### config.mk
export PLATFORM = sky130hd
export DESIGN_NAME = i2c_sclgen_core
export DESIGN_NICKNAME = d
export VERILOG_FILES = /design/src/rtl/i2c_sclgen_pkg.sv /design/src/rtl/sclgen_sync.sv /design/src/rtl/sclgen_brg.sv /design/src/rtl/sclgen_seq.sv /design/src/rtl/i2c_sclgen_core.sv
export SDC_FILE = /design/constraint.sdc
export NUM_CORES = 1
export LEC_CHECK = 0
export BUFFER_PORTS_ARGS = -buffer_cell sky130_fd_sc_hd__clkbuf_2
export CAP_MARGIN = 5
export CORE_AREA = 2 2 79 81
export DETAILED_ROUTE_END_ITERATION = 10
export DIE_AREA = 0 0 81 83
export SLEW_MARGIN = 40
export SYNTH_ARGS = -nofsm -noshare
export SYNTH_HDL_FRONTEND = slang
export SYNTH_SLANG_ARGS = --single-unit
### constraint.sdc
create_clock -name clk -period 3.95 [get_ports clk]
set_clock_uncertainty 0.15 [all_clocks]
set_input_delay 0.1975 -clock clk [delete_from_list [all_inputs] [get_ports clk]]
set_output_delay 0.1975 -clock clk [all_outputs]
set_load 0.05 [all_outputs]
### src/rtl/i2c_sclgen_pkg.sv
// Shared types and constants for the I2C clock generator.
// Assumes: a single host write port with a 2-bit address.
package i2c_sclgen_pkg;

    typedef enum logic [2:0] {
        ST_IDLE, ST_HOLD, ST_START, ST_RSTART, ST_STOP, ST_XMIT, ST_RECV, ST_ACK
    } seq_state_e;

    localparam logic [1:0] ADDR_TX   = 2'd0;
    localparam logic [1:0] ADDR_CMD  = 2'd1;
    localparam logic [1:0] ADDR_RLD  = 2'd2;
    localparam logic [1:0] ADDR_STAT = 2'd3;

    localparam int CMD_START  = 0;
    localparam int CMD_RSTART = 1;
    localparam int CMD_STOP   = 2;
    localparam int CMD_RECV   = 3;
    localparam int CMD_ACK    = 4;
    localparam int CMD_W      = 5;

    // One half-period segment of a bus event.
    typedef struct packed {
        logic last;
        logic scl_rel;
        logic sda_low;
    } seg_t;

endpackage

### src/rtl/sclgen_sync.sv
// Multi-stage synchronizer for the sampled SCL pin.
// Assumes: STAGES >= 2; the idle level of the bus is high, so it resets to 1.
module sclgen_sync #(
    parameter int STAGES = 2
) (
    input  logic clk,
    input  logic rst_n,
    input  logic d,
    output logic q
);
    logic [STAGES-1:0] chain_q;

    // shift the pin level through the chain
    always_ff @(posedge clk) begin
        if (!rst_n) chain_q <= '1;
        else        chain_q <= {chain_q[STAGES-2:0], d};
    end

    assign q = chain_q[STAGES-1];
endmodule

### src/rtl/sclgen_brg.sv
// Down-counting half-period timer with clock-stretch wait.
// A segment start with SCL driven low loads the counter at once. A segment
// start with SCL released arms a wait: the count is frozen until the
// synchronized SCL is high, then it reloads. The counter steps on tick and
// holds at zero.
// Assumes: seg_start is never raised while the wait is armed.
module sclgen_brg #(
    parameter int CNT_W   = 8,
    parameter int CNT_MIN = 3
) (
    input  logic             clk,
    input  logic             rst_n,
    input  logic             tick,
    input  logic             seg_start,
    input  logic             seg_rel,
    input  logic             scl_hi,
    input  logic [CNT_W-1:0] reload,
    output logic [CNT_W-1:0] cnt,
    output logic             expired
);
    localparam logic [CNT_W-1:0] MIN_V = CNT_W'(CNT_MIN);

    logic [CNT_W-1:0] cnt_q;
    logic [CNT_W-1:0] eff_reload;
    logic             wait_q;

    // raise too-small reload values to the legal floor
    assign eff_reload = (reload < MIN_V) ? MIN_V : reload;

    // load, wait for SCL high, or count down to zero
    always_ff @(posedge clk) begin
        if (!rst_n) begin
            cnt_q  <= '0;
            wait_q <= 1'b0;
        end else if (seg_start) begin
            if (seg_rel) begin
                wait_q <= 1'b1;
            end else begin
                cnt_q  <= eff_reload;
                wait_q <= 1'b0;
            end
        end else if (wait_q && scl_hi) begin
            cnt_q  <= eff_reload;
            wait_q <= 1'b0;
        end else if (tick && !wait_q && cnt_q != '0) begin
            cnt_q <= cnt_q - 1'b1;
        end
    end

    assign cnt     = cnt_q;
    assign expired = !wait_q && (cnt_q == '0);

    // a zero count stays zero unless a reload event occurs
    assert_zero_hold_R3: assert property (@(posedge clk) disable iff (!rst_n)
        (cnt_q == '0 && !seg_start && !(wait_q && scl_hi)) |=> (cnt_q == '0));

    // frozen while waiting and SCL still sampled low
    assert_frozen_stretch_R4: assert property (@(posedge clk) disable iff (!rst_n)
        (wait_q && !scl_hi && !seg_start) |=> $stable(cnt_q));

    // every load lands at or above the floor
    assert_reload_floor_R5: assert property (@(posedge clk) disable iff (!rst_n)
        (seg_start && !seg_rel) |=> (cnt_q >= MIN_V));
endmodule

### src/rtl/sclgen_seq.sv
// Event sequencer. It accepts commands while idle or holding the bus, then
// steps through the half-period segments of the event, one per counter
// expiry, and drives the two open-drain low-enables.
// Assumes: tx_data stays stable while a transmit runs.
module sclgen_seq
    import i2c_sclgen_pkg::*;
#(
    parameter int DATA_W = 8
) (
    input  logic              clk,
    input  logic              rst_n,
    input  logic              expired,
    input  logic              tx_wr,
    input  logic              cmd_wr,
    input  logic [CMD_W-1:0]  cmd,
    input  logic [DATA_W-1:0] tx_data,
    output logic              scl_lo,
    output logic              sda_lo,
    output logic              busy,
    output logic              active,
    output logic              seg_start,
    output logic              seg_rel
);
    localparam int XMIT_LAST = 2 * (DATA_W + 1) - 1;
    localparam int RECV_LAST = 2 * DATA_W - 1;
    localparam int IDX_W     = $clog2(XMIT_LAST + 1);
    localparam int BIT_W     = $clog2(DATA_W);

    seq_state_e       state_q, ent_state;
    logic [IDX_W-1:0] idx_q, ent_idx;
    logic             scl_lo_q, sda_lo_q;
    logic             enter, finish;
    seg_t             cur_seg, ent_seg;

    // segment table, computed per event and index
    function automatic seg_t seg_of(input seq_state_e st,
                                    input logic [IDX_W-1:0] idx,
                                    input logic [DATA_W-1:0] d);
        seg_t             s;
        logic [IDX_W-2:0] bitn;
        logic [BIT_W-1:0] pos;
        s    = '0;
        bitn = idx[IDX_W-1:1];
        pos  = BIT_W'(DATA_W - 1) - bitn[BIT_W-1:0];
        case (st)
            ST_START: begin
                s.scl_rel = (idx == '0);
                s.sda_low = 1'b1;
                s.last    = (idx == IDX_W'(1));
            end
            ST_RSTART: begin
                s.scl_rel = (idx == IDX_W'(1)) || (idx == IDX_W'(2));
                s.sda_low = (idx >= IDX_W'(2));
                s.last    = (idx == IDX_W'(3));
            end
            ST_STOP: begin
                s.scl_rel = (idx != '0);
                s.sda_low = (idx != IDX_W'(2));
                s.last    = (idx == IDX_W'(2));
            end
            ST_XMIT: begin
                s.scl_rel = idx[0];
                s.sda_low = (int'(bitn) < DATA_W) ? !d[pos] : 1'b0;
                s.last    = (idx == IDX_W'(XMIT_LAST));
            end
            ST_RECV: begin
                s.scl_rel = idx[0];
                s.last    = (idx == IDX_W'(RECV_LAST));
            end
            ST_ACK: begin
                s.scl_rel = idx[0];
                s.sda_low = 1'b1;
                s.last    = (idx == IDX_W'(1));
            end
            default: s = '0;
        endcase
        return s;
    endfunction

    assign cur_seg = seg_of(state_q, idx_q, tx_data);

    // decide whether a new segment begins or the event finishes
    always_comb begin
        enter     = 1'b0;
        finish    = 1'b0;
        ent_state = state_q;
        ent_idx   = idx_q + 1'b1;
        case (state_q)
            ST_IDLE: begin
                if (cmd_wr && cmd[CMD_START]) begin
                    enter = 1'b1; ent_state = ST_START; ent_idx = '0;
                end
            end
            ST_HOLD: begin
                ent_idx = '0;
                if (tx_wr) begin
                    enter = 1'b1; ent_state = ST_XMIT;
                end else if (cmd_wr) begin
                    if (cmd[CMD_RSTART]) begin
                        enter = 1'b1; ent_state = ST_RSTART;
                    end else if (cmd[CMD_STOP]) begin
                        enter = 1'b1; ent_state = ST_STOP;
                    end else if (cmd[CMD_RECV]) begin
                        enter = 1'b1; ent_state = ST_RECV;
                    end else if (cmd[CMD_ACK]) begin
                        enter = 1'b1; ent_state = ST_ACK;
                    end
                end
            end
            default: begin
                if (expired) begin
                    if (cur_seg.last) finish = 1'b1;
                    else              enter  = 1'b1;
                end
            end
        endcase
    end

    assign ent_seg   = seg_of(ent_state, ent_idx, tx_data);
    assign seg_start = enter;
    assign seg_rel   = ent_seg.scl_rel;

    // advance state and register the line drives
    always_ff @(posedge clk) begin
        if (!rst_n) begin
            state_q  <= ST_IDLE;
            idx_q    <= '0;
            scl_lo_q <= 1'b0;
            sda_lo_q <= 1'b0;
        end else if (enter) begin
            state_q  <= ent_state;
            idx_q    <= ent_idx;
            scl_lo_q <= !ent_seg.scl_rel;
            sda_lo_q <= ent_seg.sda_low;
        end else if (finish) begin
            if (state_q == ST_STOP) begin
                state_q  <= ST_IDLE;
                scl_lo_q <= 1'b0;
                sda_lo_q <= 1'b0;
            end else begin
                state_q  <= ST_HOLD;
                scl_lo_q <= 1'b1;
            end
        end
    end

    assign scl_lo = scl_lo_q;
    assign sda_lo = sda_lo_q;
    assign busy   = (state_q != ST_IDLE);
    assign active = busy && (state_q != ST_HOLD);

    // a command write during a running event cannot change the event
    assert_cmd_ignored_active_R7: assert property (@(posedge clk) disable iff (!rst_n)
        (cmd_wr && active && !expired) |=> $stable(state_q));

    // the bus is fully released whenever ownership ends
    assert_busy_release_R9: assert property (@(posedge clk) disable iff (!rst_n)
        $fell(busy) |-> (!scl_lo_q && !sda_lo_q));
endmodule

### src/rtl/i2c_sclgen_core.sv
// Top of the I2C master clock generator. Holds the host-visible registers
// (transmit buffer, reload value, collision flag) and the phase divider,
// and ties the synchronizer, counter and sequencer together.
// Assumes: PHASES is a power of two >= 2; the counter steps on odd phases.
module i2c_sclgen_core
    import i2c_sclgen_pkg::*;
#(
    parameter int          CNT_W       = 8,
    parameter int          CNT_MIN     = 3,
    parameter int          SYNC_STAGES = 2,
    parameter int          PHASES      = 4,
    parameter logic [7:0]  RELOAD_INIT = 8'd10
) (
    input  logic             clk,
    input  logic             rst_n,
    input  logic             host_wr,
    input  logic [1:0]       host_addr,
    input  logic [7:0]       host_wdata,
    input  logic             scl_in,
    output logic             scl_drive_low,
    output logic             sda_drive_low,
    output logic [7:0]       tx_buf,
    output logic             wcol,
    output logic             busy,
    output logic [CNT_W-1:0] brg_count
);
    localparam int PH_W = $clog2(PHASES);

    logic [PH_W-1:0]  ph_q;
    logic [7:0]       tx_buf_q, tx_view;
    logic [CNT_W-1:0] reload_q;
    logic             wcol_q;
    logic             scl_hi, expired, seg_start, seg_rel, active;
    logic             tx_wr, cmd_wr, rld_wr, stat_wr;

    assign tx_wr   = host_wr && (host_addr == ADDR_TX);
    assign cmd_wr  = host_wr && (host_addr == ADDR_CMD);
    assign rld_wr  = host_wr && (host_addr == ADDR_RLD);
    assign stat_wr = host_wr && (host_addr == ADDR_STAT);

    // free-running phase divider
    always_ff @(posedge clk) begin
        if (!rst_n) ph_q <= '0;
        else        ph_q <= ph_q + 1'b1;
    end

    // host registers: buffer, reload value, sticky collision flag
    always_ff @(posedge clk) begin
        if (!rst_n) begin
            tx_buf_q <= '0;
            reload_q <= CNT_W'(RELOAD_INIT);
            wcol_q   <= 1'b0;
        end else begin
            if (tx_wr) begin
                if (active) wcol_q   <= 1'b1;
                else        tx_buf_q <= host_wdata;
            end
            if (rld_wr) reload_q <= CNT_W'(host_wdata);
            if (stat_wr && !host_wdata[0]) wcol_q <= 1'b0;
        end
    end

    // the byte seen by the sequencer includes a write landing this cycle
    assign tx_view = (tx_wr && !active) ? host_wdata : tx_buf_q;

    sclgen_sync #(.STAGES(SYNC_STAGES)) u_sync (
        .clk(clk), .rst_n(rst_n), .d(scl_in), .q(scl_hi)
    );

    sclgen_brg #(.CNT_W(CNT_W), .CNT_MIN(CNT_MIN)) u_brg (
        .clk(clk), .rst_n(rst_n), .tick(ph_q[0]),
        .seg_start(seg_start), .seg_rel(seg_rel), .scl_hi(scl_hi),
        .reload(reload_q), .cnt(brg_count), .expired(expired)
    );

    sclgen_seq #(.DATA_W(8)) u_seq (
        .clk(clk), .rst_n(rst_n), .expired(expired),
        .tx_wr(tx_wr), .cmd_wr(cmd_wr), .cmd(host_wdata[CMD_W-1:0]),
        .tx_data(tx_view), .scl_lo(scl_drive_low), .sda_lo(sda_drive_low),
        .busy(busy), .active(active), .seg_start(seg_start), .seg_rel(seg_rel)
    );

    assign tx_buf = tx_buf_q;
    assign wcol   = wcol_q;

    // buffer write during a running event flags and keeps the buffer
    assert_wcol_on_busy_write_R6: assert property (@(posedge clk) disable iff (!rst_n)
        (tx_wr && active) |=> (wcol_q && $stable(tx_buf_q)));

    // the flag stays set unless explicitly cleared
    assert_wcol_sticky_R8: assert property (@(posedge clk) disable iff (!rst_n)
        (wcol_q && !(stat_wr && !host_wdata[0])) |=> wcol_q);
endmodule

-- After elaboration in Yosys (flattened, before gate mapping)
Cells that the tools add are included.
- bits of input ports: 14
- logic and storage cells: 133
- register bits after elaboration: 40
- output and inout bits: 20
- add/subtract/negate cells: 4
- equal/unequal tests: 26
- $lt $le $gt $ge: 4
- muxes and demuxes: 47
- reductions and logical operators: 39
- bitwise logic cells: 2
- operators with widths (operator ; count):
    two-way mux 8 bit ; 6
    two-way mux 3 bit ; 9
    equality test 3 bit (second input constant) ; 8
    two-way mux 1 bit ; 24
    equality test 5 x 2 -> 1 bit (second input constant) ; 3
    equality test 3 x 2 -> 1 bit (second input constant) ; 4
    logical AND 1 bit ; 12
    case mux 2 bit (6 select lines) ; 1
    equality test 5 x 1 -> 1 bit (second input constant) ; 2
    zero test 5 bit ; 2
    case mux 5 bit (2 select lines) ; 1
    nonzero test 5 bit ; 2
    zero test 8 bit ; 1
    < comparator 8 x 2 -> 1 bit (second input constant) ; 1
    AND reduction 2 bit ; 4
    nonzero test 8 bit ; 1
    subtractor 8 x 1 -> 8 bit (second input constant) ; 1
    case mux 1 bit (6 select lines) ; 1
    case mux 3 bit (2 select lines) ; 1
    nonzero test 2 bit ; 3
    nonzero test 3 bit ; 2
    OR reduction 2 bit ; 3
    adder 5 x 1 -> 5 bit (second input constant) ; 1
    equality test 5 x 4 -> 1 bit (second input constant) ; 1
    other kinds (21) ; 28

-- Longest topological paths before layout
Gate-level depths: netlist (run 1).
- depth after elaboration: 12
- depth in mapped cells: 12
- mapped depth without buffers: 9

-- Cells and area by module
Synthesis (run 1) repeated with hierarchy kept, for this count alone.
- cell total of the unflattened synthesis: 321
- area, all modules: 2752.6 um2
- modules (own cells, without submodules) (module ; area an instance (um2) ; times used ; seq. area each (um2) ; cells an instance):
    sclgen_seq ; 1159.9 ; 1 ; 200.2 ; 145
    i2c_sclgen_core ; 850.8 ; 1 ; 360.3 ; 85
    sclgen_brg ; 689.4 ; 1 ; 180.2 ; 87
    sclgen_sync ; 52.6 ; 1 ; 40.0 ; 4

-- Worst setup path after synthesis (run 1)
OpenSTA, ideal clock, no wires.
- kind: register to register
- from: register u_seq.idx_q[0]
- to: register u_brg.cnt_q[5], in the netlist u_brg.cnt[5]
- path buffers: 3
- cell stages (with the launch flop): 13
- period minus slack after synthesis: 3.124 ns
- library setup time: 0.122 ns
- required time: 3.678 ns
- path slack: 0.826 ns
- arrival time: 2.852 ns
- cells stage by stage: dfxtp_1 > clkbuf_1 > inv_1 > ha_1 > clkbuf_1 > nand4_1 > a21oi_1 > a311oi_1 > mux2_2 > a2111oi_4 > buf_6 > nor3_1 > a311o_1
- cells in the longest elaborated chain, start to end: 8
- elaborated cells between the ends (all ways): 22
- those cells by class: add/sub (1); eq/ne (8); mux (8); reduce/logical (5)
- ends and longest elaborated chain (element ; RTL line ; source):
    from (decl) ; sclgen_seq.sv:30 ; logic [IDX_W-1:0] idx_q, ent_idx;
    from (signal assigned) ; sclgen_seq.sv:132 ; idx_q <= ent_idx;
    adder 5 x 1 -> 5 bit ; sclgen_seq.sv:87 ; ent_idx = idx_q + 1'b1;
    two-way mux 5 bit ; sclgen_seq.sv:90 ; if (cmd_wr && cmd[CMD_START]) begin
    case mux 5 bit (2 select lines) ; sclgen_seq.sv:88 ; case (state_q)
    equality test 5 x 1 -> 1 bit / equality test 5 x 2 -> 1 bit (equally long branches) ; - ;
    logical OR 1 bit ; sclgen_seq.sv:52 ; s.scl_rel = (idx == IDX_W'(1)) || (idx == IDX_W'(2));
    case mux 1 bit (6 select lines) ; sclgen_seq.sv:45 ; case (st)
    inequality test 2 bit (no line) ; - ;
    AND reduction 2 bit (no line) ; - ;
    to (signal assigned) ; sclgen_brg.sv:39 ; cnt_q <= eff_reload;
    to (signal assigned) ; sclgen_brg.sv:43 ; cnt_q <= eff_reload;
    to (signal assigned) ; sclgen_brg.sv:46 ; cnt_q <= cnt_q - 1'b1;
    to (decl) ; sclgen_brg.sv:23 ; logic [CNT_W-1:0] cnt_q;
Several ways; a longest one is shown, not always the timed one.
A chain may end at the register's enable or synchronous reset.

-- Worst setup path in the final report (run 1)
- from: register u_seq.idx_q[0]
- to: register u_brg.cnt_q[1], in the netlist u_brg.cnt[1]
The elaborated chain is that of the path after synthesis.

==> flow_summary.yaml, run 1 <==
routing:
  drt-total-wl_um: 6900
  drt_iter0_drc: 241
  antenna_left: 0
  detail_route.wl_per_cell_um: 16.2
  post-route-drc-count: 0
  drtPass1Iterations: 5
  vias_per_cell: 5.92
  vias: 2523
clocking:
  tritoncts_num_sinks: 39
  cts_tree: "done"
  post_cts_repair_timing_setup_buffer_count: 0
  worst_setup_hold_path_clk_slew_ns: 0.09
  insertion_delay_ns: 0.30
  cts_repair_resize_count: 0
  clock-root-buffer: "clkbuf_8"
  cts_max_path_buffers: 2
  clock_tree.htree_level_count: 2
  cts-buffers-inserted: 5
placed_design:
  placed_cells: 414
  placement.cell_area_um2: 2790
  gp_routability_congestion: 0.857
  port_buffers: 33
  dp.final_hpwl_um: 4950
  pre_cts_worst_setup_slack_ns: 0.704
synth:
  synth_simple_gate_area_share_pct: 28.5
  netlist_top_cells_area: "dfxtp_1 (30%), nand2_1 (6.1%), a21oi_1 (5.0%)"
  synth_warnings: 0
  synthDominantAreaCellType: "dfxtp_1"
  post-synth-top-count-cell: "nand2_1"
  edff_count_synth: 0
  synth_cell_type_count: 68
  synth-seq-cells: 39
  synth_area_in_compound_gates_pct: 24.5
  synth-xor-area-share_pct: 1.69
  synthMuxAreaShare_pct: 8.06
  synth_top_family_by_area: "simple AND/OR/NAND/NOR gates"
  mappedNetlistArea_um2: 2590
  synth_adder_area_share_pct: 1.93
  ys_async_sr_fraction_pct: 0
  netlist_instances: 323
  syn_area_cell_um2: 8.03
  yosys_top_cell_area_share_pct: 30.1
  post_synth_top_flop: "dfxtp_1"
  synth_commonest_cells: "nand2_1 (42), dfxtp_1 (39), nor2_1 (29)"
  synth_fp_nets: 341
  synth.yosys.seq_area_share_pct: 30.1
sta:
  finalHoldViolCount: 0
  fin_crit_sh_pct: 85.4
  final-setup-viol-count: 0
  final_max_slew_viol_count: 0
  peak_clock_frequency_supported_by_timing_mhz: 296
  grt_setup_unrepaired: "no"
  post-route-worst-setup-slack_ns: 0.576
  finalWorstPathRequiredPeriod_ns: 3.37
  hold_ws_ns: 0.0500
  worst_slew_pin_slew_ns: 0.674
  tns_ns: 0
  max_slew_margin_pct: 54.7
floorplanning:
  rows: 28
  ioPinCount: 34
  coreArea_um2: 5820
  initial_utilization_pct: 44.6
  die_width_um: 81
  die_height_um: 83
  die_area_um2: 6720
grt:
  track_usage_pct: 21.6
  grt_start_max_net_pins: 30
  number_of_global_route_vias_before_repair: 2300
  grt_pass1_wl_um: 11600
  gr-total-overflow: 0
  antenna_found_initial: 0
critical_path:
  worst-endpoint-arrival_ns: 3.45
  regToRegStartpoint: "u_seq.idx_q[0]$_SDFFE_PN0P_"
  worst_setup_path_startpoint: "u_seq.idx_q[0]$_SDFFE_PN0P_"
  critPathLaunchType: "flop"
  setup.worst_path.end_class: "flop"
  critPathRequiredTime_ns: 4.02
  worstPathMaxFanout: 12
  timing_worst_setup_path_type: "flop to flop"
finish:
  fill_cells: 598
  final_layout_size_suffix_gt1_share_pct: 18.2
  fin_nets: 368
  syn_to_final_growth_pct: 12.5
  finish.instance_area_um2: 2920
  antenna-diode-count: 0
  finish.cell_count_without_fillers: 426
outcome:
  status: "finished clean"
job:
  cap_violations: 0
pwr:
  worst_ir_drop_vdd_uv: 313
  leakagePower_uw: 0.00121
  power_per_cell_area_nw_per_um2: 477
worst_hold_path:
  hold_start: "host_wdata[3]"
  hold_path.class: "input pin to flop"
==> worst paths after layout <==
path	to	slack (ns)	depth (start not counted)
min reg2reg	ph_q[0]$_SDFF_PN0_	0.27	1
min	tx_buf[3]$_SDFFE_PN0P_	0.05	3
max	u_brg.cnt[1]$_SDFFE_PN0P_	0.58	11
max reg2reg	u_brg.cnt[1]$_SDFFE_PN0P_	0.58	11
==> stage by stage <==
step                      utilization [%]  power, uW
final                                50.2       1390
after global routing                 50.2       1480
after CTS                            50.2       1400
after detailed placement             47.9       1110
after global placement               47.9       1110
after floorplan                         -        981
==> cell type report <==
cell class | count | area (um^2) | area share (%)
clock buffers | 5 | 68.8 | 2.36
clock inverters | 3 | 25.0 | 0.857
inverters | 10 | 37.5 | 1.29
multi-input cells | 253 | 1680 | 57.5
flip-flops and latches | 39 | 781 | 26.7
well taps | 75 | 93.8 | 3.21
repair buffers | 41 | 235 | 8.06
==> power breakdown <==
| part | leakage [uW] | switching [uW] | internal [uW] |
|---|---|---|---|
| combinational | 0.000848 | 387 | 214 |
| sequential | 0.000318 | 64.0 | 441 |
| clock | 0.0000443 | 160 | 126 |
==> cell usage in the layout, fill, tap and decap left out, types with 3 or more instances in the layout <==
cell,n
a211oi_1,4
a21oi_1,26
a311o_1,4
and3_1,3
buf_4,4
clkbuf_2,33
clkbuf_8,5
dfxtp_1,39
dlygate4sd3_1,4
ha_1,4
inv_1,9
mux2i_1,13
mux4_2,3
nand2_1,42
nand2b_1,8
nand3_1,9
nand4_1,3
nor2_1,29
nor3_1,18
o2111ai_1,3
o21a_1,5
o21ai_0,13
o31ai_1,3
or3_1,6
xor2_1,4
==> cells by family after synthesis <==
logic type / Yosys count
AND/OR/NAND/NOR: 142
flip-flops: 39
multiplexers: 17
AO/OA/AOI/OAI: 85
adder cells (fa/ha/maj): 4
XOR/XNOR: 5
buffers and inverters: 31
==> flip-flops by register name, summed over array words and instances (netlist names) <==
register,cells
reload_q,8
tx_buf,8
u_brg.cnt,8
u_seq.idx_q,5
u_seq.state_q,3
u_sync.chain_q,2
ph_q,1
u_brg.wait_q,1
u_seq.scl_lo,1
u_seq.sda_lo,1
wcol,1
==> per-layer routing <==
layer | vias to the layer above | global-route usage, % | wire length, um
li1 | 1245 | - | -
met1 | 1180 | 33.2 | 3350
met2 | 92 | 31.0 | 3040
met3 | 6 | 3.70 | 446
met4 | 0 | 5.24 | 66
met5 | - | 0 | 0
==> worst max-delay path, stage by stage (launching register included) <==
cell,delay (ns)
dfxtp_1,0.36
buf_4,0.20
inv_1,0.08
ha_1,0.43
nand4_1,0.14
a21oi_1,0.05
a311oi_1,0.34
mux2_2,0.42
a2111oi_4,0.34
buf_4,0.23
nand2b_1,0.31
mux2i_1,0.23
==> repair_timing <==
| item | CTS | global route |
|---|---|---|
| setup endpoints to repair | 0 | 0 |
| endpoints found under the hold margin | 4 | 0 |
| hold buffers | 4 | 0 |
No activity file was read; power rests on OpenSTA's default activity.
==> run 2: changes to the inputs <==
- CORE_AREA: 2 2 79 81 -> 2 2 80 102
- DIE_AREA: 0 0 81 83 -> 0 0 82 104
==> flow_summary.yaml, run 2 (same netlist as run 1, synthesis figures left out) <==
critical_path:
  worstPathMaxFanout: 14
  r2r_slack_ns: 0.59
  timing_worst_setup_path_type: "flop to flop"
  critPathRequiredTime_ns: 4.02
  r2r_cells: 10
  worst_setup_path_startpoint: "u_seq.idx_q[0]$_SDFFE_PN0P_"
  timing.critical_path.to: "u_brg.cnt[1]$_SDFFE_PN0P_"
  regToRegStartpoint: "u_seq.idx_q[0]$_SDFFE_PN0P_"
  r2r-end: "u_brg.cnt[1]$_SDFFE_PN0P_"
  worst-endpoint-arrival_ns: 3.44
  critPathLaunchType: "flop"
  setup.worst_path.end_class: "flop"
floorplanning:
  die_height_um: 104
  die_width_um: 82
  initial_utilization_pct: 34.3
  rows: 36
  ioPinCount: 34
  die_area_um2: 8530
  coreArea_um2: 7570
clocking:
  cts_tree: "done"
  cts_max_path_buffers: 2
  clock_tree.htree_level_count: 2
  cts_repair_resize_count: 0
  insertion_delay_ns: 0.29
  clock-root-buffer: "clkbuf_8"
  post_cts_repair_timing_setup_buffer_count: 0
  cts-hold-fix-buffers: 2
  worst_setup_hold_path_clk_slew_ns: 0.08
  cts-buffers-inserted: 5
  tritoncts_num_sinks: 39
finish:
  fin_nets: 365
  final_core_util_pct: 38.8
  layout_common_cells: "nand2_1 (42), dfxtp_1 (39), clkbuf_2 (33)"
  syn_to_final_growth_pct: 13.2
  fill_cells: 816
  final_layout_size_suffix_gt1_share_pct: 18.1
  most_frequent_standard_cell_in_the_layout_excluding_fill_and_tap_cells: "nand2_1"
  antenna-diode-count: 0
placed_design:
  gp_routability_congestion: 0.866
  pre_cts_worst_setup_slack_ns: 0.669
  port_buffers: 33
  dp.final_hpwl_um: 5160
sta:
  tns_ns: 0
  fin_crit_sh_pct: 85.1
  final_max_slew_viol_count: 0
  worst_slew_pin_slew_ns: 0.736
  final-setup-viol-count: 0
  finalWorstPathRequiredPeriod_ns: 3.36
  post-route-worst-setup-slack_ns: 0.588
  finalHoldViolCount: 0
  hold_ws_ns: 0.00795
  max_slew_margin_pct: 50.2
  grt_setup_unrepaired: "no"
  peak_clock_frequency_supported_by_timing_mhz: 297
job:
  cap_violations: 0
pwr:
  combinationalPowerShare_pct: 42.0
  worst_ir_drop_vdd_uv: 349
  leakagePower_uw: 0.00121
  seqPwrFrac_pct: 34.6
  power.net_switching_uw: 617
  swShare_pct: 42.3
  power_per_cell_area_nw_per_um2: 497
  power.total_uw: 1460
  clock_power_share_pct: 23.5
  internal_power_uw: 842
grt:
  track_usage_pct: 17.4
  antenna_found_initial: 0
  grt_start_max_net_pins: 30
  gr-total-overflow: 0
  number_of_global_route_vias_before_repair: 2376
  grt_pass1_wl_um: 11900
routing:
  vias: 2528
  post-route-drc-count: 0
  detail_route.wl_per_cell_um: 15.8
  drt-total-wl_um: 6990
  antenna_left: 0
  drtPass1Iterations: 4
  drt_iter0_drc: 95
  vias_per_cell: 5.71
worst_hold_path:
  hold_path.class: "input pin to flop"
outcome:
  status: "finished clean"
[run 2: cell types whose count changed in the layout (fill, tap and decap cells not counted), sizes merged]
cell / delta
buf: -1
dlygate4sd3: -2
clkinvlp: -1
bufinv: +1
[run 2: stage by stage]
| stage | area [um^2] | instances |
|---|---|---|
| 3_5_place_dp | 2800 | 433 |
| 2_1_floorplan | 2590 | 323 |
| 4_1_cts | 2940 | 443 |
| 3_3_place_gp | 2800 | 433 |
| 6_report | 2940 | 443 |
| 5_1_grt | 2940 | 443 |
[run 2: layout make-up]
type | instances | area (um^2) | area share [%]
Clock inverter | 3 | 43.8 | 1.49
Inverter | 10 | 37.5 | 1.28
Sequential cell | 39 | 781 | 26.6
Clock buffer | 5 | 68.8 | 2.34
Timing Repair Buffer | 38 | 208 | 7.08
Multi-Input combinational cell | 253 | 1680 | 57.2
Tap cell | 95 | 119 | 4.05
[run 2: how the worst min path moves through the flow]
| stage | to | slack, ns | cells after the start | from |
|---|---|---|---|---|
| finish | tx_buf[5]$_SDFFE_PN0P_ | 0.008 | 3 | host_wdata[5] |
| global route | tx_buf[6]$_SDFFE_PN0P_ | 0.02 | 3 | host_wdata[6] |
| CTS | tx_buf[5]$_SDFFE_PN0P_ | 0.004 | 3 | host_wdata[5] |
| detailed placement | u_sync.chain_q[0]$_SDFF_PN1_ | 0.23 | 2 | scl_in |
| global placement | u_sync.chain_q[0]$_SDFF_PN1_ | 0.23 | 2 | scl_in |
| floorplan | u_sync.chain_q[0]$_SDFF_PN1_ | 0.15 | 1 | scl_in |
[run 2: metal layers]
metal,part of all wire [%],global-route usage [%],up-vias
met3,2.9,2.26,14
met1,45,23.6,1215
met5,0,0,-
li1,-,-,1240
met2,49,26.8,59
met4,3.2,8.33,0
[run 2: critical path: stages (launching register included)]
cell and delay, ns:
dfxtp_1 0.63, inv_1 0.11, ha_1 0.44, nand4_1 0.14
a21oi_1 0.05, a311oi_1 0.27, mux2_2 0.40, a2111oi_4 0.35
buf_4 0.24, nand2b_1 0.31, mux2i_1 0.21
[run 2: power by group through the flow]
stage	registers (uW)	logic [uW]	clock network, uW
3_5_place_dp	514	608	0
3_3_place_gp	511	605	0
6_report	504	612	342
4_1_cts	504	612	349
5_1_grt	513	666	362
2_1_floorplan	633	348	0
==> run 3: changes to the inputs <==
- BUFFER_PORTS_ARGS: -buffer_cell sky130_fd_sc_hd__clkbuf_2 -> unset
- DONT_BUFFER_PORTS: unset -> 1
- RECOVER_POWER: unset -> 25
==> flow_summary.yaml, run 3 (same netlist as run 1, synthesis figures left out) <==
outcome:
  status: "finished clean"
sta:
  fin_crit_sh_pct: 83.0
  peak_clock_frequency_supported_by_timing_mhz: 305
  max_slew_margin_pct: 47.3
  final_max_slew_viol_count: 0
  finalHoldViolCount: 0
  final-setup-viol-count: 0
  tns_ns: 0
  grt_setup_unrepaired: "no"
  worst_slew_pin_slew_ns: 0.790
  finalWorstPathRequiredPeriod_ns: 3.28
clocking:
  cts_max_path_buffers: 2
  cts_tree: "done"
  cts_repair_resize_count: 0
  tritoncts_num_sinks: 39
  clock-root-buffer: "clkbuf_8"
  worst_setup_hold_path_clk_slew_ns: 0.08
  clock_tree.htree_level_count: 2
  insertion_delay_ns: 0.30
  cts-buffers-inserted: 5
critical_path:
  timing_worst_setup_path_type: "flop to flop"
  r2r_slack_ns: 0.67
  worst-endpoint-arrival_ns: 3.36
  critPathLaunchType: "flop"
  r2r_cells: 11
  worstPathMaxFanout: 12
  r2r-end: "u_brg.cnt[1]$_SDFFE_PN0P_"
  regToRegStartpoint: "u_seq.idx_q[0]$_SDFFE_PN0P_"
  timing.critical_path.to: "u_brg.cnt[1]$_SDFFE_PN0P_"
  critPathRequiredTime_ns: 4.03
  worst_setup_path_startpoint: "u_seq.idx_q[0]$_SDFFE_PN0P_"
  setup.worst_path.end_class: "flop"
placed_design:
  placement.cell_area_um2: 2660
  gp_routability_congestion: 0.865
  placed_cells: 403
  port_buffers: 0
  dp.final_hpwl_um: 5170
grt:
  gr-total-overflow: 0
  track_usage_pct: 17.8
  number_of_global_route_vias_before_repair: 2306
  antenna_found_initial: 0
  grt_pass1_wl_um: 11900
  grt_start_max_net_pins: 30
pwr:
  power_per_cell_area_nw_per_um2: 473
  leakagePower_uw: 0.00109
  worst_ir_drop_vdd_uv: 408
routing:
  wl_met3_um: 453
  post-route-drc-count: 0
  antenna_left: 0
  vias: 2398
  vias_per_cell: 5.68
  drtPass1Iterations: 4
  route.layer.met1.wl_um: 3060
  detail_route.wl_per_cell_um: 17.1
  drt-total-wl_um: 7230
  drt_iter0_drc: 94
  maxUsedRoutingLayer: "met4"
  wl_met2_um: 3560
finish:
  finish.cell_count_without_fillers: 422
  syn_to_final_growth_pct: 9.79
  finish.instance_area_um2: 2850
  final_layout_size_suffix_gt1_share_pct: 9.17
  most_frequent_standard_cell_in_the_layout_excluding_fill_and_tap_cells: "nand2_1"
  fin_nets: 344
  antenna-diode-count: 0
  layout_common_cells: "nand2_1 (42), dfxtp_1 (39), nor2_1 (29)"
job:
  cap_violations: 0
floorplanning:
  die_width_um: 82
  initial_utilization_pct: 34.3
  rows: 36
  coreArea_um2: 7570
  ioPinCount: 34
  die_area_um2: 8530
  die_height_um: 104
worst_hold_path:
  hold_path.class: "input pin to flop"
run 3: stage by stage:
step	hold WS (ns)	total power (uW)	setup slack [ns]	util, %
after global placement	0.112	1080	0.702	35.2
after floorplan	0.149	981	0.826	-
after detailed placement	0.116	1080	0.693	35.2
after global routing	0.0210	1440	0.428	37.6
final	0.0103	1350	0.673	37.6
after CTS	0.000945	1370	0.668	37.7
run 3: power by group:
group | switching [uW] | internal (uW)
clock | 147 | 124
sequential | 166 | 441
combinational | 278 | 192
total | 592 | 756
run 3: repair_timing:
item / 4_1_cts / 5_1_grt
hold endpoints to repair: 27 / 0
hold buffers: 11 / 0
buffers inserted: 0 / 0
endpoints found under the setup margin: 0 / 0
run 3: per-layer routing:
layer  global-route usage, %  vias up
met5                       0        -
met4                    7.02        0
met3                    4.77       10
met2                    28.7       56
met1                    22.0     1144
li1                        -     1188
run 3: worst max-delay path, stage by stage (launching register included):
cell and delay, ns:
dfxtp_1 0.37, buf_4 0.20, inv_1 0.07, ha_1 0.42, nand4_1 0.14, a21oi_1 0.05, a311oi_1 0.32, mux2_2 0.41
a2111oi_4 0.34, buf_4 0.23, nand2b_1 0.30, mux2i_1 0.21
run 3: how the worst min path moves through the flow:
stage / start / to / cells past startpoint
after floorplan: scl_in / u_sync.chain_q[0]$_SDFF_PN1_ / 1
after global placement: rst_n / reload_q[1]$_SDFFE_PN1P_ / 1
after detailed placement: rst_n / reload_q[3]$_SDFFE_PN1P_ / 1
after CTS: host_addr[0] / wcol$_SDFFE_PP0P_ / 3
after global routing: host_addr[0] / wcol$_SDFFE_PP0P_ / 3
final: host_addr[1] / wcol$_SDFFE_PP0P_ / 3
run 3: area by class of cell:
cell class                 count  area [um^2]
fill                         798         4720
multi-input combinational    253         1680
sequential                    39          781
timing repair buffer          17          148
tap                           95          119
clock buffer                   6         72.6
inverter                      10         37.5
clock inverter                 2         12.5
